### src/rtl/cas_pkg.sv
`timescale 1ns/1ps
package cas_pkg;
  localparam int NUM_CH  = 30;          // voice channels
  localparam int HALF_CH = NUM_CH / 2;  // channels per nibble half
  localparam int TS_W    = 5;           // E1 timeslot index width
  localparam int IDX_W   = $clog2(NUM_CH);
  localparam int NIB_W   = 4;
  localparam int MF_LEN  = 16;
  localparam int MF_W    = $clog2(MF_LEN);
  localparam int BYTE_W  = 8;
  localparam int TS_SIG  = 16;          // timeslot carrying signaling

  typedef logic [NIB_W-1:0] abcd_t;
  typedef logic [IDX_W-1:0] ch_idx_t;
  typedef logic [MF_W-1:0]  mf_num_t;
endpackage

### src/rtl/cas_slot_decode.sv
`timescale 1ns/1ps
// Maps a backplane control slot to a channel index and registers the write.
module cas_slot_decode
  import cas_pkg::*;
#(
  parameter int FR_W   = 2,
  parameter int SLOT_W = TS_W + FR_W
) (
  input  logic              clk,
  input  logic              rst,
  input  logic              in_valid,
  input  logic [SLOT_W-1:0] in_slot,
  input  logic [BYTE_W-1:0] in_data,
  input  logic              bus_mode,
  input  logic [FR_W-1:0]   framer_sel,
  output logic              wr_en,
  output ch_idx_t           wr_idx,
  output abcd_t             wr_nib
);
  logic [TS_W-1:0] ts;
  logic            in_range;
  logic            ts_used;
  ch_idx_t         idx_c;

  always_comb begin
    if (bus_mode) begin
      ts       = in_slot[SLOT_W-1 -: TS_W];
      in_range = (in_slot[FR_W-1:0] == framer_sel);
    end else begin
      ts       = in_slot[TS_W-1:0];
      in_range = (in_slot[SLOT_W-1:TS_W] == '0);
    end
    ts_used = (ts != '0) && (ts != TS_W'(TS_SIG));
    if (ts < TS_W'(TS_SIG)) idx_c = ch_idx_t'(ts - TS_W'(1));
    else                    idx_c = ch_idx_t'(ts - TS_W'(2));
  end

  always_ff @(posedge clk) begin
    if (rst) begin
      wr_en  <= 1'b0;
      wr_idx <= '0;
      wr_nib <= '0;
    end else begin
      wr_en  <= in_valid && in_range && ts_used;
      wr_idx <= idx_c;
      wr_nib <= in_data[NIB_W-1:0];
    end
  end
endmodule

### src/rtl/cas_sig_store.sv
`timescale 1ns/1ps
// Capture bank plus transmit snapshot bank, one cell per channel.
module cas_sig_store
  import cas_pkg::*;
#(
  parameter abcd_t IDLE = 4'b1101
) (
  input  logic              clk,
  input  logic              rst,
  input  logic              wr_en,
  input  ch_idx_t           wr_idx,
  input  abcd_t             wr_nib,
  input  logic [NUM_CH-1:0] chan_en,
  input  logic              swap,
  input  ch_idx_t           rd_idx_a,
  input  ch_idx_t           rd_idx_b,
  output abcd_t             rd_a,
  output abcd_t             rd_b
);
  abcd_t cap_q [NUM_CH];
  abcd_t shd_q [NUM_CH];

  for (genvar c = 0; c < NUM_CH; c++) begin : g_cell
    always_ff @(posedge clk) begin
      if (rst) begin
        cap_q[c] <= IDLE;
        shd_q[c] <= IDLE;
      end else begin
        if (wr_en && (wr_idx == ch_idx_t'(c)) && chan_en[c])
          cap_q[c] <= wr_nib;
        if (swap)
          shd_q[c] <= cap_q[c];
      end
    end
  end

  always_comb begin
    rd_a = (int'(rd_idx_a) < NUM_CH) ? shd_q[rd_idx_a] : IDLE;
    rd_b = (int'(rd_idx_b) < NUM_CH) ? shd_q[rd_idx_b] : IDLE;
  end
endmodule

### src/rtl/cas_mf_seq.sv
`timescale 1ns/1ps
// Multiframe frame counter with sync load.
module cas_mf_seq
  import cas_pkg::*;
(
  input  logic    clk,
  input  logic    rst,
  input  logic    frame_tick,
  input  logic    mf_sync,
  output mf_num_t frame_q,
  output mf_num_t next_frame,
  output logic    mf_boundary
);
  always_comb begin
    next_frame  = mf_sync ? '0 : mf_num_t'(frame_q + 1'b1);
    mf_boundary = frame_tick && (next_frame == '0);
  end

  always_ff @(posedge clk) begin
    if (rst)             frame_q <= mf_num_t'(MF_LEN - 1);
    else if (frame_tick) frame_q <= next_frame;
  end
endmodule

### src/rtl/cas_ts16_inserter.sv
`timescale 1ns/1ps
module cas_ts16_inserter
  import cas_pkg::*;
#(
  parameter int    FR_W   = 2,
  parameter abcd_t IDLE   = 4'b1101,
  parameter int    SLOT_W = TS_W + FR_W
) (
  input  logic              clk,
  input  logic              rst,
  input  logic              frame_tick,
  input  logic              mf_sync,
  input  logic              ccs_mode,
  input  logic              bus_mode,
  input  logic [FR_W-1:0]   framer_sel,
  input  logic [NUM_CH-1:0] chan_en,
  input  logic [NIB_W-1:0]  spare_bits,
  input  logic              ctl_valid,
  input  logic [SLOT_W-1:0] ctl_slot,
  input  logic [BYTE_W-1:0] ctl_data,
  output logic [BYTE_W-1:0] ts16_byte,
  output logic              ts16_ins,
  output logic [MF_W-1:0]   mf_frame
);
  logic    wr_en;
  ch_idx_t wr_idx;
  abcd_t   wr_nib;
  mf_num_t frame_q, next_frame;
  logic    mf_boundary;
  ch_idx_t idx_first, idx_second;
  abcd_t   nib_first, nib_second;
  logic [BYTE_W-1:0] ts16_q;
  logic    ins_q;

  cas_slot_decode #(.FR_W(FR_W), .SLOT_W(SLOT_W)) dec_i (
    .clk(clk), .rst(rst), .in_valid(ctl_valid), .in_slot(ctl_slot),
    .in_data(ctl_data), .bus_mode(bus_mode), .framer_sel(framer_sel),
    .wr_en(wr_en), .wr_idx(wr_idx), .wr_nib(wr_nib)
  );

  cas_mf_seq seq_i (
    .clk(clk), .rst(rst), .frame_tick(frame_tick), .mf_sync(mf_sync),
    .frame_q(frame_q), .next_frame(next_frame), .mf_boundary(mf_boundary)
  );

  // frame k reads channel k (index k-1) and channel k+15 (index k+14)
  always_comb begin
    idx_first  = ch_idx_t'(next_frame) - ch_idx_t'(1);
    idx_second = ch_idx_t'(next_frame) + ch_idx_t'(HALF_CH - 1);
  end

  cas_sig_store #(.IDLE(IDLE)) store_i (
    .clk(clk), .rst(rst), .wr_en(wr_en), .wr_idx(wr_idx), .wr_nib(wr_nib),
    .chan_en(chan_en), .swap(mf_boundary),
    .rd_idx_a(idx_first), .rd_idx_b(idx_second),
    .rd_a(nib_first), .rd_b(nib_second)
  );

  always_ff @(posedge clk) begin
    if (rst) begin
      ts16_q <= '1;
      ins_q  <= 1'b0;
    end else if (frame_tick) begin
      if (ccs_mode) begin
        ts16_q <= '1;
        ins_q  <= 1'b0;
      end else if (next_frame == '0) begin
        ts16_q <= {{NIB_W{1'b0}}, spare_bits};
        ins_q  <= 1'b1;
      end else begin
        ts16_q <= {nib_first, nib_second};
        ins_q  <= 1'b1;
      end
    end
  end

  assign ts16_byte = ts16_q;
  assign ts16_ins  = ins_q;
  assign mf_frame  = frame_q;
endmodule

### config.mk
export PLATFORM = sky130hd
export DESIGN_NAME = cas_ts16_inserter
export DESIGN_NICKNAME = d
export VERILOG_FILES = /design/src/rtl/cas_pkg.sv /design/src/rtl/cas_slot_decode.sv /design/src/rtl/cas_sig_store.sv /design/src/rtl/cas_mf_seq.sv /design/src/rtl/cas_ts16_inserter.sv
export SDC_FILE = /design/constraint.sdc
export NUM_CORES = 1
export LEC_CHECK = 0
export CELL_PAD_IN_SITES_DETAIL_PLACEMENT = 1
export CELL_PAD_IN_SITES_GLOBAL_PLACEMENT = 2
export CORE_MARGIN = 3
export CORE_UTILIZATION = 45
export DETAILED_ROUTE_END_ITERATION = 6
export DONT_BUFFER_PORTS = 1
export GPL_TIMING_DRIVEN = 0
export PLACE_DENSITY = 0.78
export SLEW_MARGIN = 15
export SYNTH_ARGS = -nofsm -noshare
export SYNTH_HDL_FRONTEND = slang
export SYNTH_SLANG_ARGS = --single-unit
### constraint.sdc
create_clock -name clk -period 13.3 [get_ports clk]
set_input_delay 0.665 -clock clk [delete_from_list [all_inputs] [get_ports clk]]
set_output_delay 0.665 -clock clk [all_outputs]
set_load 0.01 [all_outputs]
### Word level (Yosys, flattened, before mapping)

Memory sizes are Yosys's and may differ from the RTL's.
Cells that the tools add are included.

| word-level totals | value |
|---|---|
| bits in registers | 23 |
| RAM bits | 240 |
| input bits | 58 |
| output and inout port bits | 13 |
| word-level logic and storage cells | 339 |
| memories | 2 |

Memory list:

| memory | depth | width | read ports | clocked after memory_dff | write ports | line | RTL |
|---|---|---|---|---|---|---|---|
| store_i.cap_q | 30 | 4 | 30 | 0 | 30 | cas_sig_store.sv:20 | `abcd_t cap_q [NUM_CH];` |
| store_i.shd_q | 30 | 4 | 2 | 0 | 30 | cas_sig_store.sv:21 | `abcd_t shd_q [NUM_CH];` |

| cells by class | value |
|---|---|
| add/sub/neg operators | 5 |
| order comparisons | 3 |
| equal/unequal tests | 31 |
| mux-type cells | 164 |
| bitwise gates (word level) | 60 |
| reductions and logical operators | 68 |

Operators with widths:

| cell | count |
|---|---|
| 4-bit two-way mux | 63 |
| 1-bit two-way mux | 97 |
| 5-bit equality test (second input constant) | 14 |
| 1-bit logical AND | 64 |
| 1-bit OR | 60 |
| 5-bit by 4-bit equality test with 1-bit output (second input constant) | 8 |
| 5-bit by 3-bit equality test with 1-bit output (second input constant) | 4 |
| 8-bit two-way mux | 2 |
| 5-bit < comparator (second input constant) | 3 |
| 5-bit by 2-bit equality test with 1-bit output (second input constant) | 2 |
| 5-bit two-way mux | 2 |
| 4-bit by 4-bit adder with 5-bit output (second input constant) | 1 |
| 5-bit by 1-bit equality test with 1-bit output (second input constant) | 1 |
| 5-bit logical NOT | 1 |
| 5-bit inequality test (second input constant) | 1 |
| 5-bit nonzero test | 1 |
| 4-bit by 1-bit subtractor with 5-bit output (second input constant) | 1 |
| 5-bit by 1-bit subtractor with 5-bit output (second input constant) | 1 |
| 5-bit by 2-bit subtractor with 5-bit output (second input constant) | 1 |
| 4-bit by 1-bit adder with 4-bit output (second input constant) | 1 |
| 4-bit logical NOT | 1 |
| 2-bit equality test | 1 |
| 2-bit logical NOT | 1 |

### Logic depth before layout (Yosys ltp)

| depth | value |
|---|---|
| depth in word-level cells | 8 |
| mapped depth | 13 |

### Cells and area by module

From an unflattened synthesis, not the netlist that was laid out.

| unflattened totals | value |
|---|---|
| cell total of the unflattened synthesis | 919 |
| area total of the unflattened synthesis | 12684.7 µm² |

Modules (own cells, without submodules):

| module | times used | cells each | area an instance (µm²) | sequential area each (µm²) |
|---|---|---|---|---|
| cas_sig_store | 1 | 790 | 11451.0 | 7206.9 |
| cas_slot_decode | 1 | 49 | 523.0 | 200.2 |
| cas_ts16_inserter | 1 | 56 | 476.7 | 180.2 |
| cas_mf_seq | 1 | 24 | 234.0 | 80.1 |

### Least setup slack after synthesis

Ideal clock, no wire load.

| timing | value |
|---|---|
| kind | register to register |
| start | register seq_i.frame_q[0] |
| end | memory store_i.shd_q[0][0] (netlist name), enable pin |
| setup time | 500 ps |
| data arrival time | 4411 ps |
| required time | 12800 ps |
| path slack | 8389 ps |
| stages on the path, launching flop included | 9 |
| buffers on the path | 1 |
| cells stage by stage | dfxtp_1 ha_1 nor2b_1 buf_2 clkinv_1 ha_1 o21a_1 nand2_1 nand2b_1 |

RTL lines:

| item | line | RTL |
|---|---|---|
| start, declared | cas_mf_seq.sv:10 | `output mf_num_t frame_q,` |
| start signal, assigned | cas_mf_seq.sv:20 | `if (rst) frame_q <= mf_num_t'(MF_LEN - 1);` |
| start signal, assigned | cas_mf_seq.sv:21 | `else if (frame_tick) frame_q <= next_frame;` |
| end, declared | cas_sig_store.sv:21 |  |

### Worst setup path after layout

| timing | value |
|---|---|
| start | register seq_i.frame_q[0] |
| end | register ts16_q[7] (netlist: ts16_byte[7]) |

| between the ends | value |
|---|---|
| cells in the longest elaborated chain, start to end | 7 |
| elaborated cells between the ends (all ways) | 9 |

RTL lines:

| item | line | RTL |
|---|---|---|
| 4-bit by 1-bit adder with 4-bit output * | cas_mf_seq.sv:15 | `next_frame = mf_sync ? '0 : mf_num_t'(frame_q + 1'b1);` |
| 4-bit two-way mux * | cas_mf_seq.sv:15 |  |
| 4-bit by 1-bit subtractor with 5-bit output | cas_ts16_inserter.sv:48 | `idx_first = ch_idx_t'(next_frame) - ch_idx_t'(1);` |
| memory read 30 x 4 bit / 5-bit < comparator (equally long branches) | - |  |
| 4-bit two-way mux | cas_sig_store.sv:38 | `rd_a = (int'(rd_idx_a) < NUM_CH) ? shd_q[rd_idx_a] : IDLE;` |
| 8-bit two-way mux * | cas_ts16_inserter.sv:67 | `end else if (next_frame == '0) begin` |
| 8-bit two-way mux * | cas_ts16_inserter.sv:64 | `if (ccs_mode) begin` |
| end signal, assigned | cas_ts16_inserter.sv:68 | `ts16_q <= {{NIB_W{1'b0}}, spare_bits};` |
| end signal, assigned | cas_ts16_inserter.sv:71 | `ts16_q <= {nib_first, nib_second};` |
| end, declared | cas_ts16_inserter.sv:32 | `logic [BYTE_W-1:0] ts16_q;` |

Mark *: on every way between the ends. The rest lies on a longest branch, timed or not.
A chain may end at the register's enable or synchronous reset.

==> results.yml <==
placed_design:
  place_area_um2: 12740
  dp.cells: 1289
  numPortBuffers: 0
  gp_congestion: 0.8292
  dp_hpwl_um: 25820
final_layout:
  stdcell_count: 1342
  syn_to_final_growth_pct: 11.58
  n_antenna_cell: 0
  fin_nets: 1053
  drive_gt1_frac: 0.1897
  finish.instance_area_um2: 13670
  fillers: 2662
synthesis:
  synthesis.nets: 1019
  avgSynthCellArea_um2: 12.87
  synth_cell_type_count: 61
  yosysSeqAreaShare: 0.6258
  yosys_warnings: 0
  ys_dominant_reg_cell: "edfxtp_1"
  synth_edf_count: 240
  synthCells: 952
  ys_ff_latch: 263
  netlist_area_um2: 12250
  async_flop_share: 0
sta:
  setup_tns_ns: 0
  tightest_slew_ns: 1.196
  fin_crit_ns: 4.680
  fin_skew_ns: 0.01939
  setup_viol_count_final: 0
  finalCritPeriodShare: 0.3519
  max_freq_ghz: 0.2137
  rsz0062_at_grt: "false"
  relSlewSlack: 0.1966
  slew_violations: 0
  final_hold_viol_count: 0
routing:
  topRoutingLayerUsed: "met4"
  first_iter_violations: 552
  wl_met1_um: 16180
  vias: 7826
  postRouteAntennaNets: 0
  routed_wl_um: 35370
  drcViolationCount: 0
  via_per_inst: 5.832
  met3_length_um: 2658
  met2_length_um: 15670
  firstDrtPassIters: 4
  wl_per_cell_um: 26.35
setup_path:
  r2r_end: "ts16_byte[7]"
  crit_start: "seq_i.frame_q[0]"
  rrSetupSlack_ns: 8.62
  worstPathMaxFanout: 13
  cp.required_ns: 13.71
  cp-start-kind: "flip-flop"
  critical_path.endpoint: "ts16_byte[7]"
  reg2reg_from: "seq_i.frame_q[0]"
  cp-end-kind: "flip-flop"
  cp_data_arrival_time_ns: 5.09
  critical_path_class: "reg2reg"
  r2r_cells: 12
clock_tree:
  tritoncts: "yes"
  clock_sinks: 263
  h-tree-depth: 1
  clockRootBuffer: "clkbuf_16"
  cts_buffers: 30
  clockBufferDepth: 3
  hold_buffers: 0
  clk_pin_slew_ns: 0.06
  cts_resized: 0
  cts_setup_buffers: 0
  clock_latency_ns: 0.57
die:
  die_x_um: 171.0
  rows: 59
  core_area_um2: 26430
  dieHeight_um: 171.0
  dieArea_um2: 29240
  ios: 71
  initial_core_util: 0.4636
power_and_ir_drop:
  ir_worst_vdd_mv: 0.08627
  power_density_nw_per_um2: 142.7
  leakage_nw: 4.158
min_path:
  min_delay_path_depth: 2
  min_path_type: "in2reg"
grt:
  grt_pass1_vias: 8270
  grt_first_pass_wirelength_um: 52940
  gr-total-overflow: 0
  grt_max_degree: 62
  antenna_found_initial: 4
  grt_usage: 0.2462
job:
  maxCapViolCount: 0
run_status:
  status: "finished, final reports clean"
-- synthesized netlist by cell type (8+ instances only) --
| master | n | area share |
|---|---|---|
| mux2i_1 | 15 | 0.012 |
| nor2_1 | 62 | 0.019 |
| a31oi_1 | 11 | 0.0056 |
| dfxtp_1 | 23 | 0.038 |
| mux2_2 | 14 | 0.013 |
| o21ai_0 | 18 | 0.0074 |
| clkbuf_1 | 44 | 0.013 |
| a211oi_1 | 9 | 0.0055 |
| nand2b_1 | 107 | 0.055 |
| o21bai_1 | 14 | 0.0086 |
| mux4_2 | 24 | 0.044 |
| and2_1 | 33 | 0.017 |
| ha_1 | 9 | 0.0092 |
| nand2_1 | 49 | 0.015 |
| nor2b_1 | 8 | 0.0041 |
| or3_1 | 8 | 0.0041 |
| a21oi_1 | 10 | 0.0041 |
| nor3_1 | 12 | 0.0049 |
| inv_1 | 9 | 0.0028 |
| a41o_1 | 8 | 0.0065 |
| edfxtp_1 | 240 | 0.59 |
| or2_2 | 87 | 0.044 |
| nand3_1 | 39 | 0.016 |
-- per-stage QoR --
stage | power (W) | util | hold WS, ns | setup slack [ns]
2_1_floorplan | 0.001109 | - | 0.4773 | 8.389
3_3_place_gp | 0.001189 | 0.4795 | 0.4834 | 6.302
3_5_place_dp | 0.001191 | 0.4820 | 0.4856 | 8.621
4_1_cts | 0.001964 | 0.5171 | 0.2082 | 8.612
5_1_grt | 0.002023 | 0.5173 | 0.2243 | 8.388
6_report | 0.001951 | 0.5173 | 0.2289 | 8.620
-- worst max-delay path, cell delays in order (launching register included) --
cell	delay, ns
dfxtp_1	0.41
ha_1	0.48
nor2b_1	0.16
buf_2	0.26
clkinv_1	0.43
ha_1	0.52
buf_2	0.35
buf_1	0.69
mux4_2	0.44
o21ai_0	0.10
a211oi_1	0.12
a311oi_1	0.38
o221ai_1	0.17
-- flip-flops by register name, indices dropped and copies added, names as in the netlist --
register       count
seq_i.frame_q      4
ts16_byte          8
dec_i.wr_nib       4
dec_i.wr_idx       5
store_i.shd_q    120
store_i.cap_q    120
dec_i.wr_en        1
ts16_ins           1
-- cell type report --
type,count,area (µm²),area share
clock inverters,16,150.1,0.01098
well taps,335,419.2,0.03066
flip-flops and latches,263,7667,0.5609
inverters,11,41.29,0.003020
plain buffers,58,245.2,0.01794
repair buffers,2,55.05,0.004027
multi-input cells,620,4315,0.3157
clock buffers,37,777.0,0.05684
-- cells in the final DEF (no fill, tap or decap), types with 10 or more instances in the layout --
master,instances
edfxtp_1,240
nor2_1,62
mux2_2,14
o21ai_0,18
clkbuf_16,30
a31oi_1,11
clkbuf_1,51
or2_2,87
mux2i_1,15
a21oi_1,10
nand3_1,39
nand2b_1,106
o21bai_1,14
nand2_1,49
nor3_1,10
mux4_2,24
and2_1,33
dfxtp_1,23
-- worst min-delay path by stage --
stage | startpoint | endpoint | slack (ns)
global placement | store_i.cap_q[1][30] | store_i.shd_q[23][2] | 0.48
detailed placement | store_i.cap_q[1][30] | store_i.shd_q[23][2] | 0.49
floorplan | store_i.cap_q[0][0] | store_i.shd_q[0][0] | 0.48
global route | ctl_data[3] | dec_i.wr_nib[3] | 0.22
CTS | ctl_valid | dec_i.wr_en | 0.21
finish | ctl_valid | dec_i.wr_en | 0.23
-- power by group --
part | switching, W | leakage [nW] | internal, W
combinational | 0.000149 | 1.45 | 0.0000732
clock | 0.000325 | 0.452 | 0.000452
sequential | 0.0000184 | 2.26 | 0.000933
-- cells by family after synthesis --
| family | synth area share |
|---|---|
| DFF | 0.6258 |
| muxes | 0.07036 |
| adders and majority gates | 0.009191 |
| xor gates and xnor gates | 0.007047 |
| and+or+nand+nor | 0.1870 |
| buffers and inverters | 0.02339 |
| AOI/OAI and AO/OA | 0.07721 |
-- routing by layer --
layer	global-route usage	up-vias
li1	-	3561
met1	0.3608	3939
met2	0.3757	279
met3	0.05568	47
met4	0.06158	0
met5	0	-
No activity file was read; power rests on OpenSTA's default activity.
